[src/rtl/sarseq_pkg.sv]
package sarseq_pkg;
   typedef enum logic [1:0] {
      SEQ_TRACK = 2'd0,
      SEQ_CONV  = 2'd1,
      SEQ_TAIL  = 2'd2
   } seq_state_t;
endpackage

[src/rtl/sarseq_sync_edge.sv]
module sarseq_sync_edge #(
   parameter int          NBITS   = 3,
   parameter int          STAGES  = 2,
   parameter logic [NBITS-1:0] RST_VAL = '0
) (
   input  logic             clk,
   input  logic             rst_n,
   input  logic [NBITS-1:0] async_in,
   output logic [NBITS-1:0] level,
   output logic [NBITS-1:0] prev
);
   generate
      if (STAGES < 1 || STAGES > 4) begin : g_bad_stages
         $error("sarseq_sync_edge: STAGES must be 1..4");
      end
   endgenerate

   logic [NBITS-1:0] chain [STAGES+1];

   assign chain[0] = async_in;

   generate
      for (genvar s = 0; s < STAGES; s++) begin : g_stage
         always_ff @(posedge clk or negedge rst_n) begin
            if (!rst_n) chain[s+1] <= RST_VAL;
            else        chain[s+1] <= chain[s];
         end
      end
   endgenerate

   logic [NBITS-1:0] last_q;

   always_ff @(posedge clk or negedge rst_n) begin
      if (!rst_n) last_q <= RST_VAL;
      else        last_q <= chain[STAGES];
   end

   assign level = chain[STAGES];
   assign prev  = last_q;
endmodule

[src/rtl/sarseq_sar.sv]
module sarseq_sar #(
   parameter int WIDTH = 12,
   localparam int IDX_W = $clog2(WIDTH)
) (
   input  logic             clk,
   input  logic             rst_n,
   input  logic             clear,
   input  logic             load_msb,
   input  logic             decide,
   input  logic [IDX_W-1:0] pos,
   input  logic             comp_le,
   output logic [WIDTH-1:0] code
);
   localparam logic [WIDTH-1:0] MSB_ONE = {1'b1, {(WIDTH-1){1'b0}}};

   logic [WIDTH-1:0] code_q;

   always_ff @(posedge clk or negedge rst_n) begin
      if (!rst_n) begin
         code_q <= '0;
      end else if (clear) begin
         code_q <= '0;
      end else if (load_msb) begin
         code_q <= MSB_ONE;
      end else if (decide) begin
         code_q[pos] <= comp_le;
         if (pos != '0) code_q[pos - 1'b1] <= 1'b1;
      end
   end

   assign code = code_q;

   // a start loads exactly the top trial bit
   a_r2_msb_trial: assert property (@(posedge clk) disable iff (!rst_n)
      (load_msb && !clear) |=> (code_q == MSB_ONE));

   // a deciding edge with a low comparator never leaves more bits set
   a_r5_clear_bit: assert property (@(posedge clk) disable iff (!rst_n)
      (decide && !load_msb && !clear && !comp_le && pos == '0)
         |=> (code_q[0] == 1'b0));
endmodule

[src/rtl/sarseq_ctrl.sv]
module sarseq_ctrl
   import sarseq_pkg::*;
#(
   parameter int WIDTH      = 12,
   parameter int LEAD_EDGES = 2,
   localparam int IDX_W     = $clog2(WIDTH),
   localparam int CNT_W     = $clog2(LEAD_EDGES + WIDTH + 1)
) (
   input  logic             clk,
   input  logic             rst_n,
   input  logic             cs_hi,
   input  logic             cs_fall,
   input  logic             sclk_rise,
   input  logic             shdn_on,
   input  logic             comp_le,
   input  logic [WIDTH-1:0] code,
   output logic             sar_clear,
   output logic             sar_load,
   output logic             sar_decide,
   output logic [IDX_W-1:0] sar_pos,
   output logic             hold,
   output logic             dout,
   output logic             dout_oe,
   output logic [WIDTH-1:0] result,
   output logic             result_valid
);
   seq_state_t       st_q;
   logic [CNT_W-1:0] cnt_q;
   logic             dout_q;
   logic [WIDTH-1:0] result_q;
   logic             valid_q;

   logic             force_idle;
   logic             in_lead;
   int               pos_int;

   always_comb begin
      force_idle = shdn_on || cs_hi;
      in_lead    = (int'(cnt_q) < LEAD_EDGES);
      pos_int    = WIDTH - 1 - (int'(cnt_q) - LEAD_EDGES);
      if (pos_int < 0) pos_int = 0;
      sar_pos    = pos_int[IDX_W-1:0];
      sar_clear  = force_idle;
      sar_load   = !force_idle && (st_q == SEQ_TRACK) && cs_fall;
      sar_decide = !force_idle && (st_q == SEQ_CONV) && sclk_rise && !in_lead;
   end

   always_ff @(posedge clk or negedge rst_n) begin
      if (!rst_n) begin
         st_q     <= SEQ_TRACK;
         cnt_q    <= '0;
         dout_q   <= 1'b0;
         result_q <= '0;
         valid_q  <= 1'b0;
      end else begin
         valid_q <= 1'b0;
         if (force_idle) begin
            st_q   <= SEQ_TRACK;
            cnt_q  <= '0;
            dout_q <= 1'b0;
         end else begin
            unique case (st_q)
               SEQ_TRACK: begin
                  if (cs_fall) begin
                     st_q   <= SEQ_CONV;
                     cnt_q  <= '0;
                     dout_q <= 1'b0;
                  end
               end
               SEQ_CONV: begin
                  if (sclk_rise) begin
                     cnt_q <= cnt_q + 1'b1;
                     if (in_lead) begin
                        dout_q <= 1'b0;
                     end else begin
                        dout_q <= comp_le;
                        if (pos_int == 0) begin
                           st_q     <= SEQ_TAIL;
                           result_q <= {code[WIDTH-1:1], comp_le};
                           valid_q  <= 1'b1;
                        end
                     end
                  end
               end
               SEQ_TAIL: begin
                  if (sclk_rise) dout_q <= 1'b0;
               end
               default: st_q <= SEQ_TRACK;
            endcase
         end
      end
   end

   assign hold         = (st_q == SEQ_CONV);
   assign dout_oe      = (st_q != SEQ_TRACK);
   assign dout         = dout_q;
   assign result       = result_q;
   assign result_valid = valid_q;

   // the serial bit moves only on a clock edge, a deselect or shutdown
   a_r3_dout_on_edge: assert property (@(posedge clk) disable iff (!rst_n)
      !$stable(dout_q) |-> ($past(sclk_rise) || $past(cs_hi) || $past(shdn_on)));

   // completion strobe lasts one cycle and coincides with track
   a_r6_valid_pulse: assert property (@(posedge clk) disable iff (!rst_n)
      valid_q |=> !valid_q);
   a_r6_track_at_end: assert property (@(posedge clk) disable iff (!rst_n)
      valid_q |-> !hold);

   // once in the tail, the parallel result stays put
   a_r7_tail_stable: assert property (@(posedge clk) disable iff (!rst_n)
      (st_q == SEQ_TAIL && !valid_q) |-> $stable(result_q));

   // a high chip-select always leaves the output disabled
   a_r10_oe_off: assert property (@(posedge clk) disable iff (!rst_n)
      cs_hi |=> (!dout_oe && !hold));

   // shutdown blocks a conversion
   a_r9_shutdown: assert property (@(posedge clk) disable iff (!rst_n)
      shdn_on |=> (!dout_oe && !valid_q));
endmodule

[src/rtl/sar_sclk_seq.sv]
module sar_sclk_seq #(
   parameter int WIDTH       = 12,
   parameter int LEAD_EDGES  = 2,
   parameter int SYNC_STAGES = 2,
   localparam int IDX_W      = $clog2(WIDTH)
) (
   input  logic             clk,
   input  logic             rst_n,
   input  logic             cs_n,
   input  logic             sclk,
   input  logic             shdn_n,
   input  logic             comp_le,
   output logic [WIDTH-1:0] dac_code,
   output logic             hold,
   output logic             dout,
   output logic             dout_oe,
   output logic [WIDTH-1:0] result,
   output logic             result_valid
);
   generate
      if (WIDTH < 2 || WIDTH > 24) begin : g_bad_width
         $error("sar_sclk_seq: WIDTH must be 2..24");
      end
      if (LEAD_EDGES < 0 || LEAD_EDGES > 8) begin : g_bad_lead
         $error("sar_sclk_seq: LEAD_EDGES must be 0..8");
      end
   endgenerate

   // bit 0 = cs_n, bit 1 = sclk, bit 2 = shdn_n
   logic [2:0] pins_lvl, pins_prev;

   sarseq_sync_edge #(
      .NBITS  (3),
      .STAGES (SYNC_STAGES),
      .RST_VAL(3'b001)
   ) u_sync (
      .clk     (clk),
      .rst_n   (rst_n),
      .async_in({shdn_n, sclk, cs_n}),
      .level   (pins_lvl),
      .prev    (pins_prev)
   );

   logic cs_hi, cs_fall, sclk_rise, shdn_on;
   assign cs_hi     = pins_lvl[0];
   assign cs_fall   = pins_prev[0] && !pins_lvl[0];
   assign sclk_rise = pins_lvl[1] && !pins_prev[1];
   assign shdn_on   = !pins_lvl[2];

   logic             sar_clear, sar_load, sar_decide;
   logic [IDX_W-1:0] sar_pos;
   logic [WIDTH-1:0] code;

   sarseq_sar #(.WIDTH(WIDTH)) u_sar (
      .clk     (clk),
      .rst_n   (rst_n),
      .clear   (sar_clear),
      .load_msb(sar_load),
      .decide  (sar_decide),
      .pos     (sar_pos),
      .comp_le (comp_le),
      .code    (code)
   );

   sarseq_ctrl #(.WIDTH(WIDTH), .LEAD_EDGES(LEAD_EDGES)) u_ctrl (
      .clk         (clk),
      .rst_n       (rst_n),
      .cs_hi       (cs_hi),
      .cs_fall     (cs_fall),
      .sclk_rise   (sclk_rise),
      .shdn_on     (shdn_on),
      .comp_le     (comp_le),
      .code        (code),
      .sar_clear   (sar_clear),
      .sar_load    (sar_load),
      .sar_decide  (sar_decide),
      .sar_pos     (sar_pos),
      .hold        (hold),
      .dout        (dout),
      .dout_oe     (dout_oe),
      .result      (result),
      .result_valid(result_valid)
   );

   assign dac_code = code;
endmodule

[config.mk]
export PLATFORM = sky130hd
export DESIGN_NAME = sar_sclk_seq
export DESIGN_NICKNAME = d
export VERILOG_FILES = /design/src/rtl/sarseq_pkg.sv /design/src/rtl/sarseq_sync_edge.sv /design/src/rtl/sarseq_sar.sv /design/src/rtl/sarseq_ctrl.sv /design/src/rtl/sar_sclk_seq.sv
export SDC_FILE = /design/constraint.sdc
export NUM_CORES = 1
export LEC_CHECK = 0
export ABC_AREA = 1
export BUFFER_PORTS_ARGS = -buffer_cell sky130_fd_sc_hd__buf_2
export CORE_MARGIN = 5
export CORE_UTILIZATION = 50
export CTS_BUF_LIST = sky130_fd_sc_hd__clkbuf_8
export DETAILED_ROUTE_END_ITERATION = 10
export PLACE_DENSITY = 0.71
export SETUP_SLACK_MARGIN = 0.3
export SKIP_CTS_REPAIR_TIMING = 1
export SYNTH_ARGS = -nofsm -noshare
export SYNTH_HDL_FRONTEND = slang
export SYNTH_SLANG_ARGS = --single-unit
[constraint.sdc]
create_clock -name clk -period 7.7 [get_ports clk]
set_clock_uncertainty 0.1 [all_clocks]
set_input_delay 0.385 -clock clk [delete_from_list [all_inputs] [get_ports clk]]
set_output_delay 0.385 -clock clk [all_outputs]
set_load 0.02 [all_outputs]
==> flow_summary.json <==
{
  "clkPwrFrac": 0.389,
  "critical_path.startpoint_type": "flip-flop",
  "ys_ff_latch": 40,
  "status": "completed",
  "rsz0062_at_grt": "false",
  "rrSetupSlack_ps": 4940,
  "r2r_cells": 17,
  "syn_nets": 291,
  "gp_congestion": 0.891,
  "synth_edf_count": 0,
  "fin_total_pwr_uw": 440,
  "grt_pass1_wl_um": 8050,
  "powerDensity_nw_per_um2": 173,
  "synth_top_area_share": 0.417,
  "cpMaxStageDelayCell": "dfrtp_1",
  "die_area_um2": 5870,
  "htreeDepth": 2,
  "ys.flop_type": "dfrtp_1",
  "slowest_delay_ps": 450,
  "antenna_cells": 0,
  "hold_viol": 0,
  "synth.area.top_cells": "dfrtp_1 (42%), nand2_1 (16%), ha_1 (7.3%), inv_1 (5.8%), dfstp_2 (3.6%)",
  "portBuffers": 33,
  "seq_power_share": 0.500,
  "crit_top_cell": "nand2_1",
  "holdWs_ps": 84.5,
  "fin_setup_tns_ps": 0,
  "syn2layout_area_growth_pct": 14.6,
  "cap_violations": 0,
  "drt_iter0_markers": 131,
  "drive_gt1_frac": 0.203,
  "postRouteAntennaNets": 0,
  "drt-pass1-iter-count": 5,
  "ctsLongestPathBuffers": 2,
  "drv_slew": 0,
  "cp-end-kind": "flip-flop",
  "synth_common_cells": "nand2_1 (97), dfrtp_1 (37), inv_1 (34)",
  "layout.nets": 329,
  "num_io_pins": 34,
  "root_buffer": "clkbuf_8",
  "worst_slew_pin_slew_ps": 839,
  "grt_usage": 0.167,
  "antenna_found_initial": 0,
  "cts_sinks": 40,
  "synthArstFlopShare": 1.00,
  "critical_path_class": "reg -> reg",
  "fillers": 404,
  "internal-power_uw": 326,
  "synth_top_cell_by_area": "dfrtp_1",
  "cts_tree": "done",
  "die_h_um": 76.6,
  "grt_pass1_vias": 1709,
  "core-area_um2": 4320,
  "vias": 1787,
  "insertion_delay_ps": 290,
  "wl_um": 4420,
  "worstPathRequired_ps": 7790,
  "r2r-end": "u_ctrl.st_q[1]",
  "irDropWorstVdd_mv": 0.134,
  "place_hpwl_um": 3340,
  "yosys.cell_count.top_type": "nand2_1",
  "fmax_ghz": 0.362,
  "crit_path_end": "u_ctrl.st_q[1]",
  "crit_fanout": 5,
  "overflow": 0,
  "netlist_instances": 272,
  "p_leak_uw": 0.00145,
  "worstPathArrival_ps": 2860,
  "via_per_inst": 4.92,
  "path_clk_slew_ps": 80,
  "synth-simple-area-share": 0.306,
  "period_share": 0.359,
  "yosysSeqAreaShare": 0.453,
  "routedWlPerCell_um": 12.2,
  "p_sw_uw": 114,
  "fp.dieW_um": 76.6,
  "ys_warn_count": 0,
  "synthMuxAreaShare": 0,
  "crit_chain": "inv_2 -> ha_1 -> ha_1 -> inv_1 -> ha_1 -> inv_1 -> ha_1 -> nor2_1 -> nand2_1 -> nor2_1 -> nand2_1 -> nand2_1 -> nand2_2 -> o21bai_1 -> nand2_1 -> nand2_1 -> nand2_1",
  "synth_compound_area_frac": 0.0970,
  "switching_share": 0.260,
  "slew_headroom": 0.441,
  "cts_inserted_buffers": 5,
  "fin_crit_ps": 2760,
  "grt_max_degree": 41,
  "setup_violations": 0,
  "drc": 0,
  "synth_top_family_by_area": "simple AND/OR/NAND/NOR gates",
  "synth_cell_types": 31,
  "synth-xor-area-share": 0,
  "hold_class": "in -> reg",
  "placementRows": 24,
  "synthAdderAreaFrac": 0.0733,
  "crit_start": "u_ctrl.cnt_q[1]",
  "syn_area_per_cell_um2": 8.16,
  "start_util": 0.513,
  "power_frac_comb": 0.111,
  "r2r_start": "u_ctrl.cnt_q[1]",
  "netlist_area_um2": 2220
}
[power groups by stage]
stage | clock, uW | combinational, uW | sequential [uW]
3_5_place_dp | 0 | 49.9 | 224
5_1_grt | 189 | 56.1 | 220
4_1_cts | 177 | 49.9 | 220
6_report | 171 | 49.1 | 220
3_3_place_gp | 0 | 49.6 | 224
2_1_floorplan | 0 | 34.0 | 223
[cells by family (layout without fill, tap and decap cells)]
family | Yosys count | count (layout)
buf+inv | 38 | 77
simple gates | 147 | 147
compound gates | 34 | 34
fa+ha+maj | 13 | 13
flops | 40 | 40
[how the worst min path moves through the flow]
| stage | startpoint | endpoint | slack [ps] | cells past startpoint |
|---|---|---|---|---|
| after floorplan | rst_n | u_ctrl.cnt_q[0] | -10 | 0 |
| final | cs_n | u_sync.chain[3] | 80 | 1 |
| after global placement | u_sync.chain[5] | u_sync.level[2] | 230 | 0 |
| after global routing | cs_n | u_sync.chain[3] | 70 | 1 |
| after detailed placement | u_sync.chain[5] | u_sync.level[2] | 240 | 0 |
| after CTS | cs_n | u_sync.chain[3] | 70 | 1 |
[through the flow]
step                      area (um2)   util  std cells  worst slack (ps)
after global routing            2540  0.588        363              4760
final                           2540  0.588        363              4940
after floorplan                 2220      -        272              5200
after CTS                       2540  0.588        363              4930
after global placement          2430  0.562        355              5010
after detailed placement        2430  0.562        355              4950
[critical path: cells and delay by family (launching register included)]
family                     cells  cell delay (ps)
AOI/OAI and AO/OA              1              240
adders and majority gates      4              940
buffers and inverters          3              220
DFF                            1              450
and+or+nand+nor                9              720
[layout make-up]
| type | instances | area [um2] | share of cell area |
|---|---|---|---|
| clock buffer | 5 | 68.8 | 0.0271 |
| clock inverter | 3 | 42.5 | 0.0167 |
| inverter | 36 | 138 | 0.0542 |
| multi-input combinational | 194 | 1060 | 0.416 |
| sequential | 40 | 1000 | 0.395 |
| tap | 52 | 65.1 | 0.0256 |
| timing repair buffer | 33 | 165 | 0.0650 |
[registers in the layout (all words and copies together), names as in the netlist]
signal and cells:
u_ctrl.result 12, u_ctrl.st_q 2, u_sync.level 3, u_ctrl.result_valid 1, u_sync.chain 3, u_ctrl.dout 1
u_sync.prev 2, u_ctrl.cnt_q 4, u_sar.code 12
[layer usage]
metal	vias up	wire length, um	global-route usage
met3	9	211	0.0390
met4	0	86	0.0542
met1	796	2180	0.244
met5	-	0	0
met2	43	1940	0.244
li1	939	-	-
[cell usage in the layout, fill, tap and decap left out]
master | Yosys | routed
o21ai_0 | 15 | 15
nand4_4 | 1 | 1
clkbuf_8 | 0 | 5
nor3b_1 | 2 | 2
nor3_1 | 2 | 2
nor2_8 | 1 | 1
nand2_2 | 1 | 1
nand3_1 | 12 | 12
inv_2 | 1 | 1
dfrtp_1 | 37 | 37
o221ai_1 | 1 | 1
nand2_1 | 97 | 97
nand2_4 | 4 | 4
nor2_4 | 1 | 1
o21bai_1 | 1 | 1
nand4_1 | 3 | 3
clkinvlp_4 | 0 | 1
bufinv_16 | 0 | 1
clkinv_2 | 0 | 1
inv_4 | 1 | 1
dfstp_2 | 3 | 3
a21oi_1 | 4 | 4
nor2_1 | 19 | 19
nor2b_1 | 1 | 1
o211ai_1 | 2 | 2
o21ai_1 | 4 | 4
nand3b_1 | 1 | 1
o21ai_2 | 6 | 6
nor2_2 | 1 | 1
ha_1 | 13 | 13
inv_1 | 34 | 34
nor3_4 | 1 | 1
o21ai_4 | 1 | 1
buf_2 | 0 | 33
No activity file was read; power rests on OpenSTA's default activity.
